[src/rtl/wdt_pkg.sv]
package wdt_pkg;
  localparam int unsigned CNT_W = 7;
  localparam logic [CNT_W-1:0] CNT_RST = 7'h7F;
  localparam logic [CNT_W-1:0] CNT_EXPIRE = 7'h40;

  typedef struct packed {
    logic             en;
    logic [CNT_W-1:0] t;
  } ctrl_t;
endpackage

[src/rtl/wdt_prescaler.sv]
module wdt_prescaler #(
  parameter int unsigned PRESCALE = 12288
) (
  input  logic clk,
  input  logic arst_n,
  input  logic run,
  input  logic clr,
  output logic tick
);
  localparam int unsigned PW = (PRESCALE > 1) ? $clog2(PRESCALE) : 1;
  localparam logic [PW-1:0] LAST = PW'(PRESCALE - 1);

  logic [PW-1:0] pre_q;

  always_ff @(posedge clk or negedge arst_n) begin
    if (!arst_n)              pre_q <= '0;
    else if (clr || !run)     pre_q <= '0;
    else if (pre_q == LAST)   pre_q <= '0;
    else                      pre_q <= pre_q + 1'b1;
  end

  assign tick = run && !clr && (pre_q == LAST);

  a_r11_idle_zero: assert property (@(posedge clk) disable iff (!arst_n)
    (!run) |=> (pre_q == '0));
endmodule

[src/rtl/wdt_counter.sv]
module wdt_counter
  import wdt_pkg::*;
(
  input  logic  clk,
  input  logic  arst_n,
  input  logic  wr,
  input  ctrl_t wdata,
  input  logic  active,
  input  logic  tick,
  output ctrl_t ctrl
);
  always_ff @(posedge clk or negedge arst_n) begin
    if (!arst_n) begin
      ctrl.en <= 1'b0;
      ctrl.t  <= CNT_RST;
    end else if (wr) begin
      ctrl.en <= ctrl.en | wdata.en;
      ctrl.t  <= wdata.t;
    end else if (active && tick) begin
      ctrl.t  <= ctrl.t - 1'b1;
    end
  end

  a_r2_en_sticky: assert property (@(posedge clk) disable iff (!arst_n)
    ctrl.en |=> ctrl.en);
  a_r3_hold_idle: assert property (@(posedge clk) disable iff (!arst_n)
    (!active && !wr) |=> $stable(ctrl.t));
  a_r4_one_step: assert property (@(posedge clk) disable iff (!arst_n)
    (active && tick && !wr) |=> (ctrl.t == $past(ctrl.t) - 7'd1));
endmodule

[src/rtl/wdt_flag.sv]
module wdt_flag (
  input  logic clk,
  input  logic por_n,
  input  logic req,
  input  logic wr,
  input  logic wbit,
  output logic flag
);
  always_ff @(posedge clk or negedge por_n) begin
    if (!por_n)          flag <= 1'b0;
    else if (req)        flag <= 1'b1;
    else if (wr && !wbit) flag <= 1'b0;
  end

  a_r10_set_on_req: assert property (@(posedge clk) disable iff (!por_n)
    req |=> flag);
  a_r10_keep_on_one: assert property (@(posedge clk) disable iff (!por_n)
    (flag && !(wr && !wbit)) |=> flag);
endmodule

[src/rtl/wdt_downcount.sv]
module wdt_downcount
  import wdt_pkg::*;
#(
  parameter int unsigned PRESCALE = 12288
) (
  input  logic       clk,
  input  logic       por_n,
  input  logic       rst_n,
  input  logic       wr_ctrl,
  input  logic       wr_stat,
  input  logic [7:0] wdata,
  input  logic       halt_stb,
  input  logic       hw_opt,
  output logic [7:0] ctrl_q,
  output logic [7:0] stat_q,
  output logic       wdg_rst
);
  logic  sys_n;
  logic  active;
  logic  tick;
  logic  flag;
  ctrl_t ctrl;
  ctrl_t wr_val;
  logic  expire, sw_rst, halt_rst, req_d;

  assign sys_n  = por_n & rst_n;
  assign wr_val = ctrl_t'(wdata);
  assign active = ctrl.en | hw_opt;

  wdt_prescaler #(.PRESCALE(PRESCALE)) u_pre (
    .clk(clk), .arst_n(sys_n), .run(active), .clr(wr_ctrl), .tick(tick)
  );

  wdt_counter u_cnt (
    .clk(clk), .arst_n(sys_n), .wr(wr_ctrl), .wdata(wr_val),
    .active(active), .tick(tick), .ctrl(ctrl)
  );

  assign expire   = active && tick && !wr_ctrl && (ctrl.t == CNT_EXPIRE);
  assign sw_rst   = wr_ctrl && (ctrl.en || wr_val.en || hw_opt) && !wr_val.t[CNT_W-1];
  assign halt_rst = halt_stb && active;
  assign req_d    = expire | sw_rst | halt_rst;

  always_ff @(posedge clk or negedge sys_n) begin
    if (!sys_n) wdg_rst <= 1'b0;
    else        wdg_rst <= req_d;
  end

  wdt_flag u_flag (
    .clk(clk), .por_n(por_n), .req(wdg_rst), .wr(wr_ctrl ? 1'b0 : wr_stat),
    .wbit(wdata[0]), .flag(flag)
  );

  assign ctrl_q = ctrl;
  assign stat_q = {7'b0, flag};

  a_r5_expire_req: assert property (@(posedge clk) disable iff (!sys_n)
    (active && tick && !wr_ctrl && ctrl_q[6:0] == 7'h40) |=> wdg_rst);
  a_r6_sw_req: assert property (@(posedge clk) disable iff (!sys_n)
    (wr_ctrl && wdata[7] && !wdata[6]) |=> wdg_rst);
  a_r7_halt_req: assert property (@(posedge clk) disable iff (!sys_n)
    (halt_stb && (ctrl_q[7] || hw_opt)) |=> wdg_rst);
  a_r7_halt_idle: assert property (@(posedge clk) disable iff (!sys_n)
    (halt_stb && !ctrl_q[7] && !hw_opt && !wr_ctrl) |=> !wdg_rst);
endmodule

[config.mk]
export PLATFORM = sky130hd
export DESIGN_NAME = wdt_downcount
export DESIGN_NICKNAME = d
export VERILOG_FILES = /design/src/rtl/wdt_pkg.sv /design/src/rtl/wdt_prescaler.sv /design/src/rtl/wdt_counter.sv /design/src/rtl/wdt_flag.sv /design/src/rtl/wdt_downcount.sv
export SDC_FILE = /design/constraint.sdc
export NUM_CORES = 1
export LEC_CHECK = 0
export CAP_MARGIN = 5
export CORE_MARGIN = 2
export CORE_UTILIZATION = 55
export DETAILED_ROUTE_END_ITERATION = 8
export DONT_BUFFER_PORTS = 1
export PLACE_DENSITY = 0.7
export SETUP_SLACK_MARGIN = 0.5
export SLEW_MARGIN = 5
export SYNTH_ARGS = -nofsm -noshare
export SYNTH_HDL_FRONTEND = slang
export SYNTH_SLANG_ARGS = --single-unit
[constraint.sdc]
create_clock -name clk -period 2.7 [get_ports clk]
set_clock_uncertainty 0.15 [all_clocks]
set_input_delay 0.27 -clock clk [delete_from_list [all_inputs] [get_ports clk]]
set_output_delay 0.27 -clock clk [all_outputs]
set_load 0.02 [all_outputs]
==> results of run 1 <==
## flip-flops by register name (all words and copies together), names as in the netlist
name and flops:
u_cnt.ctrl 8, wdg_rst 1, u_pre.pre_q 14, u_flag.flag 1
## routing by layer
layer / part of all wire / wire length (um)
met5: 0 / 0
met3: 0.048 / 134
met4: 0.013 / 36
met1: 0.44 / 1230
met2: 0.50 / 1370
## cell type report
type / instances / share of cell area
clock buffer: 4 / 0.0168
inverter: 5 / 0.0120
timing repair buffer: 17 / 0.103
multi-input combinational: 113 / 0.453
tap: 30 / 0.0241
sequential: 24 / 0.391
## final timing paths
check                                     from             end  slack, ps  cells past startpoint
worst max-delay path            u_pre.pre_q[0]   u_cnt.ctrl[3]        590                      5
worst min-delay path                     rst_n  u_pre.pre_q[8]        -20                      1
worst max register to register  u_pre.pre_q[0]   u_cnt.ctrl[3]        590                      5
worst min register to register  u_pre.pre_q[0]  u_pre.pre_q[0]        420                      2
max in group asynchronous                por_n   u_cnt.ctrl[7]       1760                      1
min in group clk                      wdata[0]     u_flag.flag         30                      3
## logic make-up (layout without fill, tap and decap cells)
| group | Yosys count | count (layout) | share of synthesized area |
|---|---|---|---|
| fa+ha+maj | 3 | 3 | 0.0273 |
| xor+xnor | 12 | 12 | 0.0764 |
| compound gates | 19 | 19 | 0.0910 |
| other cells | 1 | 7 | 0.00273 |
| buf+inv | 17 | 26 | 0.0692 |
| flops | 24 | 24 | 0.443 |
| simple gates | 72 | 72 | 0.290 |
## power breakdown
part	switching, mW	internal (mW)	total [mW]
clock	0.104	0.0577	0.162
combinational	0.0457	0.0349	0.0806
sequential	0.0321	0.383	0.415
## worst reg2reg max path: stages, from the launching register on
cell and delay, ps:
sky130_fd_sc_hd__dfrtp_1 390, sky130_fd_sc_hd__ha_2 230, sky130_fd_sc_hd__nand3_4 120, sky130_fd_sc_hd__or4_4 510, sky130_fd_sc_hd__or4_1 480, sky130_fd_sc_hd__a31oi_1 180
## through the flow
| stage | instance area [um^2] | setup WS, ps | utilization | total power [mW] | instances |
|---|---|---|---|---|---|
| after global routing | 1560 | 497 | 0.641 | 0.689 | 193 |
| final | 1560 | 586 | 0.641 | 0.657 | 193 |
| after global placement | 1360 | 456 | 0.560 | 0.479 | 172 |
| after floorplan | 1400 | 501 | - | 0.476 | 154 |
| after detailed placement | 1360 | 369 | 0.560 | 0.481 | 172 |
| after CTS | 1540 | 529 | 0.635 | 0.656 | 192 |
## cells in the mapped netlist, drive strengths merged, types with 3 or more instances
cell type,n,area share
nor2,29,0.079
xnor2,5,0.032
inv,5,0.014
buf,9,0.047
ha,3,0.027
and3,3,0.014
dfrtp,17,0.31
or3,3,0.014
a31oi,6,0.027
nand4,5,0.038
dfstp,7,0.13
o21ai,5,0.018
clkbuf,3,0.0082
xor2,7,0.045
or4,4,0.022
nand3,5,0.022
nand2,7,0.019
## what timing repair did
item                                    in CTS  in global routing
hold buffers                                13                  0
gates resized for setup                      1                  2
hold endpoints to repair                    11                  0
buffers inserted                             3                  1
endpoints found under the setup margin       7                 14
gates cloned                                 0                  0
pin swaps                                    1                  0
==> run metrics, run 1 <==
cell-by-cell trace of the critical path=ha_2 > nand3_4 > or4_4 > or4_1 > a31oi_1; Max Clk Rate=~470 MHz; GRT Resource Usage Total=0.203; number of distinct library cells after synthesis=39; met3 routing resource usage after global routing=0.0306; Die Outline Area=roughly 3000 um^2; post-route worst hold slack=-24.4 ps; aggregate routed wire length=~2.8 mm; buffering stage count on the worst path with inverters included=0; horizontal extent of the die=roughly 54 um; layout cell share with drive strength beyond 1=0.141; per-cell routed wire length=14.4 um; Die Height=54 um; final critical path time including I/O delays and setup=2110 ps; vias per inst=about 5.7; data arrival time at the worst-slack endpoint=between 2000 and 2500 ps; capturing element type of the critical path=flip-flop; Starting Density=0.565; CP Max Fanout=8; number of H-tree branching levels=1; Worst Tran Pin Value=~1000 ps; power density over the cells=approximately 420 nW/um^2; total number of placement rows=18; commonest cells after routing, fill and taps aside=29 x sky130_fd_sc_hd__nor2_1, 16 x sky130_fd_sc_hd__dfrtp_1, 13 x sky130_fd_sc_hd__dlygate4sd3_1; buffer levels on the longest clock path=2; gr busiest metal=met2; Worst Path Class, Setup=flip-flop to flip-flop; clock tree root buffer cell=sky130_fd_sc_hd__clkbuf_4; relative area change from synthesis to final layout=13.5%; area of the placeable core=between 2000 and 2500 um^2; vias in the first global route=between 900 and 1k; number of design-rule violations left by the first detailed-router iteration=37; unrepaired setup endpoints after global routing=yes; pin count of the biggest net entering global routing=24; vias=roughly 1.1k; number of max-capacitance violations reported=0; aggregate global routing overflow=0; clock network latency to the later pin of the worst-skew pair=between 300 and 400 ps; Sequential cell area=611 um^2; combined area of the multi-input logic cells=between 700 and 800 um^2; largest stage delay on the critical path=between 500 and 600 ps; Mapped Area=between 1000 and 1500 um^2; clock-pin slew reported for the worst setup and hold paths after clock tree synthesis=about 130 ps; post-DP HPWL=1.91 mm; kind of start point of the critical path=flip-flop; TritonRoute pass-1 iters=4; post-route DRC violation count=0; number of standard cells after synthesis=148; data required time of the critical path=between 2000 and 3000 ps; sequential cell area fraction in the yosys report=0.443; final hold viol count=16; Post-synth ARST share=1.00; syn avg cell area=9.29 um^2; I/O pin count=32; layout net count=between 150 and 200; quantity of I/O buffers inserted on ports=0; largest voltage drop on the vdd net=around 0.32 mV; antenna violations before repair=0; family with the most delay on the worst path=simple AND/OR/NAND/NOR gates; run status=complete, but fails checks; remaining number of nets flagged by the antenna check after routing=0; Slew HR=0.340; wire length of the first global-routing pass=between 4 and 5 mm; number of register bits inferred by synthesis=24; most common library cell in the layout ignoring fill and taps=sky130_fd_sc_hd__nor2_1; final setup vio count=0; number of clock sinks=24; final RePlAce weighted congestion=0.869; Primary FF master, synth=sky130_fd_sc_hd__dfrtp_1; Min-Delay Path Class=primary input to asynchronous set/reset pin; number of clock buffers inserted by TritonCTS=3; leakage power of the design=0.631 nW; final number of max-transition violations=0; fillers=between 200 and 250; failing checks=hold timing; Slowest-stage cell, CP=sky130_fd_sc_hd__or4_4; CTS tree=yes; met1 track utilization from global routing=0.259; final cycle utilization of the critical path=0.783; Antenna Cells=0; met2 usage=0.341; Setup TNS Final=0 ps; Yosys warnings=0; number of enable flip-flop cells after synthesis=0
No activity file was read; power rests on OpenSTA's default activity.
==> run 2, diff against run 1 <==
--- a/config.mk
+++ b/config.mk
@@ -10,7 +10,7 @@
 export CORE_UTILIZATION = 55
 export DETAILED_ROUTE_END_ITERATION = 8
 export DONT_BUFFER_PORTS = 1
-export PLACE_DENSITY = 0.7
+export PLACE_DENSITY = 0.73
 export SETUP_SLACK_MARGIN = 0.5
 export SLEW_MARGIN = 5
 export SYNTH_ARGS = -nofsm -noshare
==> constraint.sdc (replaced) <==
create_clock -name clk -period 1.8 [get_ports clk]
set_clock_uncertainty 0.15 [all_clocks]
set_input_delay 0.18 -clock clk [delete_from_list [all_inputs] [get_ports clk]]
set_output_delay 0.18 -clock clk [all_outputs]
set_load 0.02 [all_outputs]
==> run 2 against run 1 <==
The run ends with hold timing, setup timing left. Critical path type unchanged. Sequential cell count is the same. Via count is 25% higher. Clock-buffer cell count is the same. Total power up 72%. Die area unchanged. Largest cell class unchanged. Clock power grew 80%. Cell count increased by 19%. Combinational power grew to 2.8 times the previous value. Non-clock buffer count is 37 higher. Worst setup slack got worse by 730 ps.
==> run metrics, run 2 (same netlist as run 1, synthesis figures left out) <==
setup slack after layout=-148 ps (was 586 ps); Regs by FF count=u_pre.pre_q: 14 flops, u_cnt.ctrl: 8 flops (unchanged); number of design-rule violations left by the first detailed-router iteration=27 (was 37); family with the most delay on the worst path=simple AND/OR/NAND/NOR gates (unchanged); largest voltage drop on the vdd net=0.576 mV (was 0.324 mV); failing checks=hold timing, setup timing (was hold timing); number of max-capacitance violations reported=0 (unchanged); kind of start point of the critical path=flip-flop (unchanged); layout net count=219 (was 182); capturing element type of the critical path=flip-flop (unchanged); horizontal extent of the die=54 um (unchanged); Min-Delay Path Class=primary input to flip-flop (was primary input to asynchronous set/reset pin); run status=complete, but fails checks (unchanged); TritonRoute pass-1 iters=4 (unchanged); cell area reported after detailed placement=1640 um^2 (was 1360 um^2); total chip power=1.13 mW (was 0.657 mW); layout cell share with drive strength beyond 1=0.405 (was 0.141); Final Util=0.836 (was 0.641); CP Max Fanout=3 (was 8); total number of placement rows=18 (unchanged); vias in the first global route=1383 (was 973); final number of max-transition violations=0 (unchanged); leakage power of the design=0.872 nW (was 0.631 nW); flip-flop count of the largest register after layout=14 (unchanged); area of the placeable core=2430 um^2 (unchanged); unrepaired setup endpoints after global routing=yes (unchanged); most common library cell in the layout ignoring fill and taps=sky130_fd_sc_hd__buf_4 (was sky130_fd_sc_hd__nor2_1); cell-by-cell trace of the critical path=nand2b_4 > or4b_4 > or4_4 > a31oi_1 (was ha_2 > nand3_4 > or4_4 > or4_1 > a31oi_1); final hold viol count=1 (was 16); number of clock sinks=24 (unchanged); CTS tree=yes (unchanged); final RePlAce weighted congestion=0.783 (was 0.869); quantity of I/O buffers inserted on ports=0 (unchanged); number of H-tree branching levels=1 (unchanged); post-route DRC violation count=0 (unchanged); clock network latency to the later pin of the worst-skew pair=320 ps (was 310 ps); Slowest-stage cell, CP=sky130_fd_sc_hd__or4b_4 (was sky130_fd_sc_hd__or4_4); final critical path time including I/O delays and setup=1950 ps (was 2110 ps); number of clock buffers inserted by TritonCTS=3 (unchanged); antenna violations before repair=0 (unchanged); aggregate global routing overflow=0 (unchanged); Die Height=54 um (unchanged); wire length of the first global-routing pass=6.66 mm (was 4.27 mm); remaining number of nets flagged by the antenna check after routing=0 (unchanged); Final Instance Count excl. Fillers=230 (was 193); buffering stage count on the worst path with inverters included=0 (unchanged); vias per inst=6.01 (was 5.74); relative area change from synthesis to final layout=48.0% (was 13.5%); final std cell area, no fill=2030 um^2 (was 1560 um^2); Starting Density=0.565 (unchanged); clock-pin slew reported for the worst setup and hold paths after clock tree synthesis=130 ps (about the same); data arrival time at the worst-slack endpoint=2050 ps (was 2210 ps); setup slack, reg-to-reg=-150 ps (was 590 ps); post-DP HPWL=2.37 mm (was 1.91 mm); power density over the cells=557 nW/um^2 (was 421 nW/um^2); clock tree root buffer cell=sky130_fd_sc_hd__clkbuf_4 (unchanged); final setup vio count=17 (was 0); pin count of the biggest net entering global routing=24 (unchanged); I/O pin count=32 (unchanged); Placed Cells incl. Taps=202 (was 172); buffer levels on the longest clock path=2 (unchanged); aggregate routed wire length=4.45 mm (was 2.77 mm); post-route worst hold slack=-4.15 ps (was -24.4 ps); largest stage delay on the critical path=530 ps (was 510 ps); Max Clk Rate=513 MHz (was 473 MHz); Die Outline Area=2920 um^2 (unchanged); per-cell routed wire length=19.3 um (was 14.4 um); final cycle utilization of the critical path=1.08 (was 0.783); GRT Resource Usage Total=0.330 (was 0.203); Antenna Cells=0 (unchanged); data required time of the critical path=1900 ps (was 2800 ps); largest register by flop count=u_pre.pre_q (unchanged); vias=1382 (was 1107); Worst Path Class, Setup=flip-flop to flip-flop (unchanged); commonest cells after routing, fill and taps aside=31 x sky130_fd_sc_hd__buf_4, 28 x sky130_fd_sc_hd__nor2_1, 15 x sky130_fd_sc_hd__dlygate4sd3_1, 15 x sky130_fd_sc_hd__dfrtp_1 (was 29 x sky130_fd_sc_hd__nor2_1, 16 x sky130_fd_sc_hd__dfrtp_1, 13 x sky130_fd_sc_hd__dlygate4sd3_1)
==> run 2: cell types whose count changed in the layout (fill, tap and decap cells not counted), moves of 3 or more <==
cell / delta
sky130_fd_sc_hd__o21ai_0: -4
sky130_fd_sc_hd__nand2_1: -3
sky130_fd_sc_hd__buf_6: +7
sky130_fd_sc_hd__buf_4: +27
==> run 2: path summary, 6_finish.rpt <==
check / startpoint / end / cells after the start
max: u_pre.pre_q[12] / u_cnt.ctrl[4] / 4
min: wr_ctrl / u_cnt.ctrl[6] / 3
max reg2reg: u_pre.pre_q[12] / u_cnt.ctrl[4] / 4
min reg2reg: u_pre.pre_q[0] / u_pre.pre_q[0] / 2
max in group asynchronous: por_n / u_flag.flag / 2
min in group asynchronous: rst_n / wdg_rst / 3
==> run 2: per-layer routing <==
| metal | wire, um | global-route usage |
|---|---|---|
| met1 | 1800 | 0.407 |
| met2 | 2190 | 0.526 |
| met3 | 244 | 0.0639 |
| met4 | 221 | 0.208 |
| met5 | 0 | 0 |
==> run 2: worst reg2reg max path: stages (launching register included) <==
cell	delay [ps]
sky130_fd_sc_hd__dfrtp_1	410
sky130_fd_sc_hd__nand2b_4	150
sky130_fd_sc_hd__or4b_4	530
sky130_fd_sc_hd__or4_4	430
sky130_fd_sc_hd__a31oi_1	200
==> run 2: cell type report <==
type                            count  area (um^2)
Timing Repair Buffer               54          482
Clock buffer                        4         36.3
Inverter                            5         21.3
Multi-Input combinational cell    113          846
Sequential cell                    24          612
Tap cell                           30         37.5
Fill cell                         114          398
==> run 2: repair_timing <==
item,CTS,global route
gates resized for setup,20,15
setup endpoints to repair,27,29
pin swaps,8,9
hold endpoints to repair,35,0
buffers inserted,5,4
hold buffers,15,0
==> run 2: metrics by stage <==
stage,hold WS (ps),setup slack [ps],setup TNS (ps)
after detailed placement,-266,-86.5,-188
final,-4.15,-148,-600
after global placement,-266,-19.9,-27.6
after floorplan,-266,-167,-208
after global routing,13.8,-174,-1380
after CTS,3.29,-103,-244
==> run 2: power by group <==
part	switching [mW]	internal, mW	leakage [nW]
sequential	0.0441	0.574	0.294
combinational	0.115	0.108	0.557
clock	0.169	0.124	0.0210
total	0.328	0.806	0.872
